File: src/rtl/i2c_cmdseq.sv
module i2c_cmdseq #(
  parameter int CMD_DEPTH  = 16,
  parameter int DATA_BYTES = 16,
  parameter int RST_CYCLES = 4,
  parameter int AW         = 6
) (
  input  logic          clk,
  input  logic          rst_n,
  input  logic          reg_we,
  input  logic [AW-1:0] reg_addr,
  input  logic [31:0]   reg_wdata,
  output logic [31:0]   reg_rdata,
  output logic          irq,
  output logic          eng_go,
  output logic [1:0]    eng_op,
  output logic [7:0]    eng_wbyte,
  output logic          eng_nack,
  output logic          eng_rst,
  input  logic          eng_done,
  input  logic          eng_ack,
  input  logic [7:0]    eng_rbyte
);

  localparam int CIW    = $clog2(CMD_DEPTH);
  localparam int IDXW   = CIW + 1;
  localparam int DIW    = $clog2(DATA_BYTES);
  localparam int DWORDS = DATA_BYTES / 4;
  localparam int RCW    = $clog2(RST_CYCLES + 1);

  localparam logic [AW-1:0] A_CTRL     = AW'(0);
  localparam logic [AW-1:0] A_STAT     = AW'(1);
  localparam logic [AW-1:0] A_TRIG     = AW'(2);
  localparam logic [AW-1:0] CMD_BASE_A = AW'(CMD_DEPTH);
  localparam logic [AW-1:0] DAT_BASE_A = AW'(2 * CMD_DEPTH);
  localparam logic [AW-1:0] CMD_N      = AW'(CMD_DEPTH);
  localparam logic [AW-1:0] DW_N       = AW'(DWORDS);

  localparam logic [1:0] OP_START = 2'd0;
  localparam logic [1:0] OP_STOP  = 2'd1;
  localparam logic [1:0] OP_WR    = 2'd2;
  localparam logic [1:0] OP_RD    = 2'd3;

  typedef enum logic [1:0] {S_IDLE, S_FETCH, S_ISSUE, S_WAIT} state_t;

  state_t          state;
  logic [7:0]      cbuf [CMD_DEPTH];
  logic [7:0]      dbuf [DATA_BYTES];
  logic            ctl_en, ctl_master, ie_done, ie_err;
  logic [RCW-1:0]  rst_cnt;
  logic            nack_f, tint_f, stop_f, done_f, err_f;
  logic [IDXW-1:0] idx, run_len, fill_len;
  logic            c_start, c_stop, c_rd, c_wr, c_nack;
  logic [3:0]      rep_left;
  logic [DIW-1:0]  rd_n;
  logic            go_q, nack_q;
  logic [1:0]      op_q;
  logic [7:0]      wbyte_q;

  logic [AW-1:0]   cmd_off, dat_off;
  logic [CIW-1:0]  cidx;
  logic [IDXW-1:0] cmd_end;
  logic [7:0]      cur_cmd, nxt_byte;
  logic            rst_act, wr_ok, wr_ctrl, wr_stat, wr_cmd, trig_go, trig_stop, data_pend;
  logic            unused_bits;

  assign rst_act   = rst_cnt != '0;
  assign wr_ok     = reg_we && !rst_act;
  assign cmd_off   = reg_addr - CMD_BASE_A;
  assign dat_off   = reg_addr - DAT_BASE_A;
  assign cidx      = cmd_off[CIW-1:0];
  assign cmd_end   = IDXW'(cidx) + IDXW'(1);
  assign wr_ctrl   = wr_ok && reg_addr == A_CTRL;
  assign wr_stat   = wr_ok && reg_addr == A_STAT;
  assign wr_cmd    = wr_ok && cmd_off < CMD_N;
  assign trig_go   = wr_ok && reg_addr == A_TRIG && reg_wdata[0] && state == S_IDLE
                     && ctl_en && ctl_master;
  assign trig_stop = wr_ok && reg_addr == A_TRIG && !reg_wdata[0];
  assign cur_cmd   = cbuf[idx[CIW-1:0]];
  assign nxt_byte  = cbuf[idx[CIW-1:0] + CIW'(1)];
  assign data_pend = (c_wr || c_rd) && rep_left != 4'd0;
  assign unused_bits = ^{reg_wdata[31:13], reg_wdata[10]};

  assign eng_go    = go_q;
  assign eng_op    = op_q;
  assign eng_wbyte = wbyte_q;
  assign eng_nack  = nack_q;
  assign eng_rst   = rst_act;
  assign irq       = (done_f && ie_done) || (err_f && ie_err);

  always_ff @(posedge clk) begin
    if (wr_cmd) cbuf[cidx] <= reg_wdata[7:0];
  end

  always_ff @(posedge clk or negedge rst_n) begin
    if (!rst_n) begin
      state <= S_IDLE;
      for (int i = 0; i < DATA_BYTES; i++) dbuf[i] <= '0;
      {ctl_en, ctl_master, ie_done, ie_err} <= '0;
      rst_cnt <= '0;
      {nack_f, tint_f, stop_f, done_f, err_f} <= '0;
      idx <= '0; run_len <= '0; fill_len <= '0;
      {c_start, c_stop, c_rd, c_wr, c_nack} <= '0;
      rep_left <= '0; rd_n <= '0;
      go_q <= 1'b0; nack_q <= 1'b0; op_q <= OP_START; wbyte_q <= '0;
    end else begin
      go_q <= 1'b0;
      if (rst_act) begin
        rst_cnt <= rst_cnt - RCW'(1);
        state <= S_IDLE;
        for (int i = 0; i < DATA_BYTES; i++) dbuf[i] <= '0;
        {nack_f, tint_f, stop_f, done_f, err_f} <= '0;
        idx <= '0; run_len <= '0; fill_len <= '0; rd_n <= '0;
        {c_start, c_stop, c_rd, c_wr, c_nack} <= '0;
        rep_left <= '0;
      end else begin
        if (wr_stat) begin
          if (reg_wdata[2]) nack_f <= 1'b0;
          if (reg_wdata[4]) tint_f <= 1'b0;
          if (reg_wdata[8]) done_f <= 1'b0;
          if (reg_wdata[9]) err_f  <= 1'b0;
        end

        case (state)
          S_FETCH: begin
            if (idx >= run_len) begin
              done_f <= 1'b1;
              state  <= S_IDLE;
            end else begin
              {c_start, c_stop, c_rd, c_wr, c_nack} <= cur_cmd[7:3];
              rep_left <= {1'b0, cur_cmd[2:0]} + 4'd1;
              state    <= S_ISSUE;
            end
          end
          S_ISSUE: begin
            if (c_start) begin
              go_q <= 1'b1; op_q <= OP_START; nack_q <= 1'b0; state <= S_WAIT;
            end else if (data_pend) begin
              go_q    <= 1'b1;
              op_q    <= c_wr ? OP_WR : OP_RD;
              wbyte_q <= nxt_byte;
              nack_q  <= !c_wr && c_nack && rep_left == 4'd1;
              state   <= S_WAIT;
            end else if (c_stop) begin
              go_q <= 1'b1; op_q <= OP_STOP; nack_q <= 1'b0; state <= S_WAIT;
            end else begin
              idx   <= idx + (c_wr ? IDXW'(2) : IDXW'(1));
              state <= S_FETCH;
            end
          end
          S_WAIT: begin
            if (eng_done) begin
              state <= S_ISSUE;
              case (op_q)
                OP_START: c_start <= 1'b0;
                OP_STOP: begin
                  c_stop <= 1'b0;
                  stop_f <= 1'b1;
                end
                OP_WR: begin
                  if (!eng_ack) begin
                    err_f  <= 1'b1;
                    nack_f <= 1'b1;
                    state  <= S_IDLE;
                  end else begin
                    rep_left <= rep_left - 4'd1;
                    tint_f   <= 1'b1;
                  end
                end
                default: begin
                  dbuf[rd_n] <= eng_rbyte;
                  rd_n       <= rd_n + DIW'(1);
                  rep_left   <= rep_left - 4'd1;
                  tint_f     <= 1'b1;
                end
              endcase
            end
          end
          default: ;
        endcase

        if (wr_ctrl) begin
          ctl_en     <= reg_wdata[1];
          ctl_master <= reg_wdata[2];
          ie_done    <= reg_wdata[11];
          ie_err     <= reg_wdata[12];
          if (reg_wdata[0]) rst_cnt <= RCW'(RST_CYCLES);
        end
        if (wr_cmd && cmd_end > fill_len) fill_len <= cmd_end;
        if (trig_go) begin
          state    <= S_FETCH;
          idx      <= '0;
          run_len  <= fill_len;
          fill_len <= '0;
          rd_n     <= '0;
          stop_f   <= 1'b0;
        end
        if (trig_stop) state <= S_IDLE;
      end
    end
  end

  always_comb begin
    reg_rdata = '0;
    if (reg_addr == A_CTRL) begin
      reg_rdata[0]  = rst_act;
      reg_rdata[1]  = ctl_en;
      reg_rdata[2]  = ctl_master;
      reg_rdata[11] = ie_done;
      reg_rdata[12] = ie_err;
    end else if (reg_addr == A_STAT) begin
      reg_rdata[0]  = state != S_IDLE;
      reg_rdata[1]  = state == S_WAIT;
      reg_rdata[2]  = nack_f;
      reg_rdata[4]  = tint_f;
      reg_rdata[6]  = stop_f;
      reg_rdata[8]  = done_f;
      reg_rdata[9]  = err_f;
      reg_rdata[16 +: IDXW] = idx;
    end else if (cmd_off < CMD_N) begin
      reg_rdata[7:0] = cbuf[cidx];
    end else if (dat_off < DW_N) begin
      for (int b = 0; b < 4; b++)
        reg_rdata[8*b +: 8] = dbuf[{dat_off[DIW-3:0], 2'(b)}];
    end
  end

  p_go_pulse_r3: assert property (@(posedge clk) disable iff (!rst_n)
    eng_go |=> !eng_go);

  p_go_from_issue_r3: assert property (@(posedge clk) disable iff (!rst_n)
    eng_go |-> $past(state) == S_ISSUE);

  p_nack_halts_r8: assert property (@(posedge clk) disable iff (!rst_n)
    (state == S_WAIT && op_q == OP_WR && eng_done && !eng_ack && !rst_act && !trig_stop)
    |=> (state == S_IDLE && err_f && nack_f && $stable(idx)));

  p_rst_quiet_r10: assert property (@(posedge clk) disable iff (!rst_n)
    rst_act |=> (state == S_IDLE && !done_f && !err_f && !eng_go));

  p_done_at_len_r7: assert property (@(posedge clk) disable iff (!rst_n)
    $rose(done_f) |-> (idx >= run_len && state == S_IDLE));

  p_irq_source_r11: assert property (@(posedge clk) disable iff (!rst_n)
    irq |-> (done_f || err_f));

endmodule

File: config.mk
export PLATFORM = sky130hd
export DESIGN_NAME = i2c_cmdseq
export DESIGN_NICKNAME = d
export VERILOG_FILES = /design/src/rtl/i2c_cmdseq.sv
export SDC_FILE = /design/constraint.sdc
export NUM_CORES = 1
export LEC_CHECK = 0
export BUFFER_PORTS_ARGS = -buffer_cell sky130_fd_sc_hd__buf_2
export CAP_MARGIN = 20
export CORE_MARGIN = 2
export CORE_UTILIZATION = 25
export CTS_CLUSTER_SIZE = 14
export DETAILED_ROUTE_END_ITERATION = 8
export GPL_TIMING_DRIVEN = 0
export PLACE_DENSITY = 0.37
export REMOVE_ABC_BUFFERS = 1
export SYNTH_ARGS = -nofsm -noshare
export SYNTH_HDL_FRONTEND = slang
export SYNTH_SLANG_ARGS = --single-unit
File: constraint.sdc
create_clock -name clk -period 7.55 [get_ports clk]
set_input_delay 1.51 -clock clk [delete_from_list [all_inputs] [get_ports clk]]
set_output_delay 1.51 -clock clk [all_outputs]
set_load 0.01 [all_outputs]
---- Word-level counts from Yosys, hierarchy flattened ----
Memory sizes are Yosys's and may differ from the RTL's. A register that Yosys moved wholly into a read port is not among the register bits.
Index checks and enable logic that the tools add are counted.
operators by class
  $add $sub $neg .......................... 9
  magnitude comparators ................... 10
  equal/unequal tests ..................... 21
  multiplexer cells ....................... 137
  bitwise operators ....................... 7
  reductions and logical operators ........ 58
operators by type and width
  kind                                                      number
  two-way mux 128 bit                                       4
  binary-select mux 8 bit (select 4 bit)                    4
  bitwise mux 128 bit                                       1
  two-way mux 8 bit                                         11
  two-way mux 1 bit                                         63
  two-way mux 5 bit                                         12
  two-way mux 4 bit                                         9
  demux 8 bit (select 4 bit)                                1
  two-way mux 2 bit                                         16
  two-way mux 32 bit                                        1
  greater-or-equal comparator 5 bit, second input constant  5
  NOT 4 -> 5 bit                                            5
  two-way mux 24 bit                                        1
  nonzero test 3 bit                                        8
  two-way mux 19 bit                                        1
  logical AND 1 bit                                         17
  one-hot mux 4 bit (2 select lines)                        2
  AND reduction 4 bit                                       4
  two-way mux 3 bit                                         5
  nonzero test 2 bit                                        7
  != test 3 bit, second input constant                      4
  AND reduction 3 bit                                       4
  two-way mux 11 bit                                        1
  != test 3 x 1 -> 1 bit, second input constant             3
  other kinds (37)                                          53
word-level totals
  register bits ........................... 174
  bits in writable memories ............... 128
  input port bits ......................... 51
  output and inout bits ................... 46
  word-level logic and storage cells ...... 283
  memories ................................ 1
memory list
  name  words  bits a word  read ports  clocked after memory_dff  write ports  line  RTL
  cbuf  16     8            3           1                         1            46    logic [7:0] cbuf [CMD_DEPTH];

---- Depth between registers and ports, before layout ----
  depth in word-level cells ............... 11
  mapped depth ............................ 12
  mapped depth without buffers ............ 8

---- Least setup slack after synthesis ----
Ideal clock, no wire load.
  path type ............................... input to output
  start ................................... input port reg_addr[0]
  end ..................................... output port reg_rdata[1]
  arrival ................................. 3.273 ns
  slack ................................... 2.767 ns
  stages .................................. 9
  path buffers ............................ 5
  path through ............................ buf_2 -> buf_4 -> buf_4 -> buf_2 -> inv_1 -> ha_1 -> and2_1 -> clkbuf_1 -> o221ai_1
on the way
  word-level cells in the longest chain between the ends .. 9
  elaborated cells on any way between the ends .. 15
ends and longest elaborated chain
  item                                                   line  RTL
  start: declaration                                     10    input logic [AW-1:0] reg_addr,
  subtractor 6 bit                                       69    assign dat_off = reg_addr - DAT_BASE_A;
  NOT 4 -> 5 bit (implied by the code)                   223   reg_rdata[8*b +: 8] = dbuf[{dat_off[DIW-3:0], 2'(b)}];
  binary-select mux 8 bit (select 4 bit)                 223
  two-way mux 8 bit (implied by the code) (2 in series)  223
  two-way mux 32 bit                                     221   end else if (dat_off < DW_N) begin
  two-way mux 8 bit                                      219   end else if (cmd_off < CMD_N) begin
  two-way mux 3 bit                                      210   end else if (reg_addr == A_STAT) begin
  two-way mux 3 bit *                                    204   if (reg_addr == A_CTRL) begin
  end: declaration                                       12    output logic [31:0] reg_rdata,
Mark *: on every way between the ends. The rest lies on a longest branch, timed or not. The select of a mux whose other input is x is not followed.

---- Final worst setup path ----
  start ................................... input port reg_addr[1]
  end ..................................... output port reg_rdata[2]
Same word-level chain as after synthesis.

==> metrics <==
status=complete, no violations; FILL cells=6375; initial antenna violation count=0; slew margin rel.=22.4%; Fmax achieved=between 150 and 200 MHz; GR Util met3=under 10%; Yosys reg bits=310; layout cell share with drive strength beyond 1=between 20% and 30%; Post-route DRC=0; Crit path arrival time=roughly 4600 ps; average size of a mapped cell=14.0 um^2; Die W=258 um; critical setup path kind=in2out; Hold Path Origin=eng_nack; port buffer count=between 70 and 80; Rows=93; RR Startpoint=idx[0]; final hold violation count=0; Num CTS Buffers=39; largest net degree at the start of global routing=about 100; gpl congestion=0.751; Syn. warnings=0; Via-to-Cell Ratio=approximately 4.8; IO Count=97; Routed Antenna Nets=0; WP data required=approximately 6000 ps; Clock Latency Late Sink=between 500 and 600 ps; Max-Cap Viols=0; final hold slack=approximately 490 ps; sequential fraction of the synthesis area=52.1%; CTS Sinks=310; PwrDens=between 200 and 250 nW/um^2; setup repair bufs after CTS=0; GRT overflow=0; EDFF count, synth=128; crit path max fanout=35; Routed WL=slightly below 50 mm; CTS root buf=clkbuf_16; Power Total=4.01 mW; Detail Placement HPWL=roughly 33 mm; Hold Crit Class=reg2reg; vias in the first global route=between 10000 and 15000; initial drt markers=approximately 800; predominant post-synthesis flop cell=dfrtp_1; htree depth=2; Reg clk slew, reported paths=about 60 ps; Final Max Slew Viols=0; # resized after CTS=0; met1 Use GR=roughly a fifth; Synth Instances=1151; Crit. End Element=output port; final worst path period share=a little over 80%; Worst-Margin Slew=1130 ps; RSZ-0062 raised after global routing=no; dpl ws=~1600 ps; Mapped Area=around 16000 um^2; Fin Setup TNS=0 ps; clk buf depth=3; P&R area growth vs syn=18.4%; Final nets=1294; static leakage=8.55 nW; first-pass GRT wire length=73.7 mm; worst IR drop on VDD=~0.13 mV; Die H=about 260 um; CP startpoint=reg_addr[1]; Cell variety after synth=54; most used routing layer=met2; met2 Use GR=between 20% and 30%; final setup fails=0; gr usage total=between 10% and 20%; Initial Util=25.2%; post-layout minimum cycle time=between 6000 and 7000 ps; via count=around 10000; worst setup margin=about 1500 ps; Core ar.=around 64000 um^2; Die Area=around 67000 um^2; first-pass iteration count of the detailed router=5; CTS tree=built; Avg WL per Cell=about 24 um; Post-synth ARST share=58.7%; antenna diode count=0; number of hold buffers added after cts=0; Setup Skew=about 21 ps; startpoint type of the worst setup path=input pin
-- worst max-delay path, stage by stage --
cell	delay [ps]
buf_4	540
buf_16	320
inv_1	100
ha_1	230
and2_1	390
a2111oi_0	1070
nor3_1	160
buf_2	200
-- cell families (layout without fill, tap and decap cells) --
family | Yosys count | in the layout | share of synthesized area [%]
AOI/OAI and AO/OA | 83 | 83 | 3.42
adders and majority gates | 26 | 26 | 2.06
xor gates and xnor gates | 10 | 10 | 0.590
muxes | 305 | 305 | 30.4
and+or+nand+nor | 308 | 308 | 8.55
DFF | 310 | 310 | 52.1
buffers and inverters | 109 | 202 | 2.93
-- sequential cells by signal (all words and copies together) (netlist names), 2 cells and up --
register and flops:
run_len 5, eng_wbyte 8, rd_n 4, rep_left 4, cbuf 128, fill_len 5
state 2, eng_op 2, rst_cnt 3, dbuf 128, idx 5
-- synthesized netlist by cell type, types with 9 or more instances --
| cell | count | share of area [%] |
|---|---|---|
| a21oi_1 | 22 | 0.68 |
| mux2_2 | 14 | 0.98 |
| inv_1 | 29 | 0.67 |
| nor3_1 | 11 | 0.34 |
| mux2i_1 | 144 | 8.9 |
| a22oi_1 | 16 | 0.74 |
| buf_2 | 21 | 0.65 |
| nand3_1 | 23 | 0.71 |
| nor2b_1 | 9 | 0.35 |
| mux4_2 | 146 | 20 |
| nand2_1 | 31 | 0.72 |
| and2_1 | 21 | 0.81 |
| ha_1 | 25 | 1.9 |
| dfrtp_1 | 182 | 28 |
| clkbuf_1 | 41 | 0.95 |
| nor2_1 | 183 | 4.3 |
| nand4_1 | 10 | 0.39 |
| edfxtp_1 | 128 | 24 |
| o21ai_0 | 9 | 0.28 |
-- stage by stage --
stage,utilization (%),instance area (um^2),std cells
final,29.8,19100,2099
after detailed placement,27.6,17700,2030
after global routing,29.8,19100,2099
after floorplan,-,15800,1074
after global placement,26.9,17200,2005
after CTS,29.7,19100,2098
-- final timing paths --
check | to | slack [ps] | cells after the start
setup / recovery | reg_rdata[2] | 1460 | 8
hold / removal | eng_nack | 490 | 1
setup reg to reg | eng_wbyte[7] | 4260 | 5
hold reg to reg | eng_nack | 490 | 1
max in group asynchronous | idx[0] | 5610 | 2
min in group asynchronous | dbuf[39] | 960 | 1
-- where the power goes --
part	internal (mW)	switching [mW]	leakage, nW
clock	1.24	0.764	0.660
sequential	1.78	0.0141	3.68
combinational	0.0815	0.141	4.21
total	3.09	0.918	8.55
-- routing by layer --
layer | wire (um) | up-vias
li1 | - | 4488
met1 | 23100 | 5289
met2 | 23300 | 209
met3 | 2160 | 60
met4 | 1060 | 0
met5 | 0 | -
-- final cells by class --
type | count | area, um^2 | area share (%)
multi-input combinational | 732 | 7330 | 38.4
clock inverter | 15 | 248 | 1.30
clock buffer | 53 | 1110 | 5.81
sequential | 310 | 8400 | 44.0
inverter | 32 | 125 | 0.655
tap | 855 | 1070 | 5.60
timing repair buffer | 102 | 807 | 4.23
-- placed cells by master, fill, tap and decap left out, drive strengths merged, types with 2 or more instances in the layout --
cell type	n
a32o	2
a21o	3
a22o	7
o21ai	15
nor2b	9
nand2b	4
clkbuf	53
edfxtp	128
nand4	10
buf	102
ha	25
nand3	23
a21oi	22
mux4	146
nor4	2
a22oi	16
and2	21
xor2	6
dfrtp	182
xnor2	4
nor2	183
o211ai	7
nor3	11
mux2	15
mux2i	144
nor3b	2
bufinv	6
clkinv	9
nand2	31
a21boi	2
and3	7
inv	31
No activity file was read; power rests on OpenSTA's default activity.
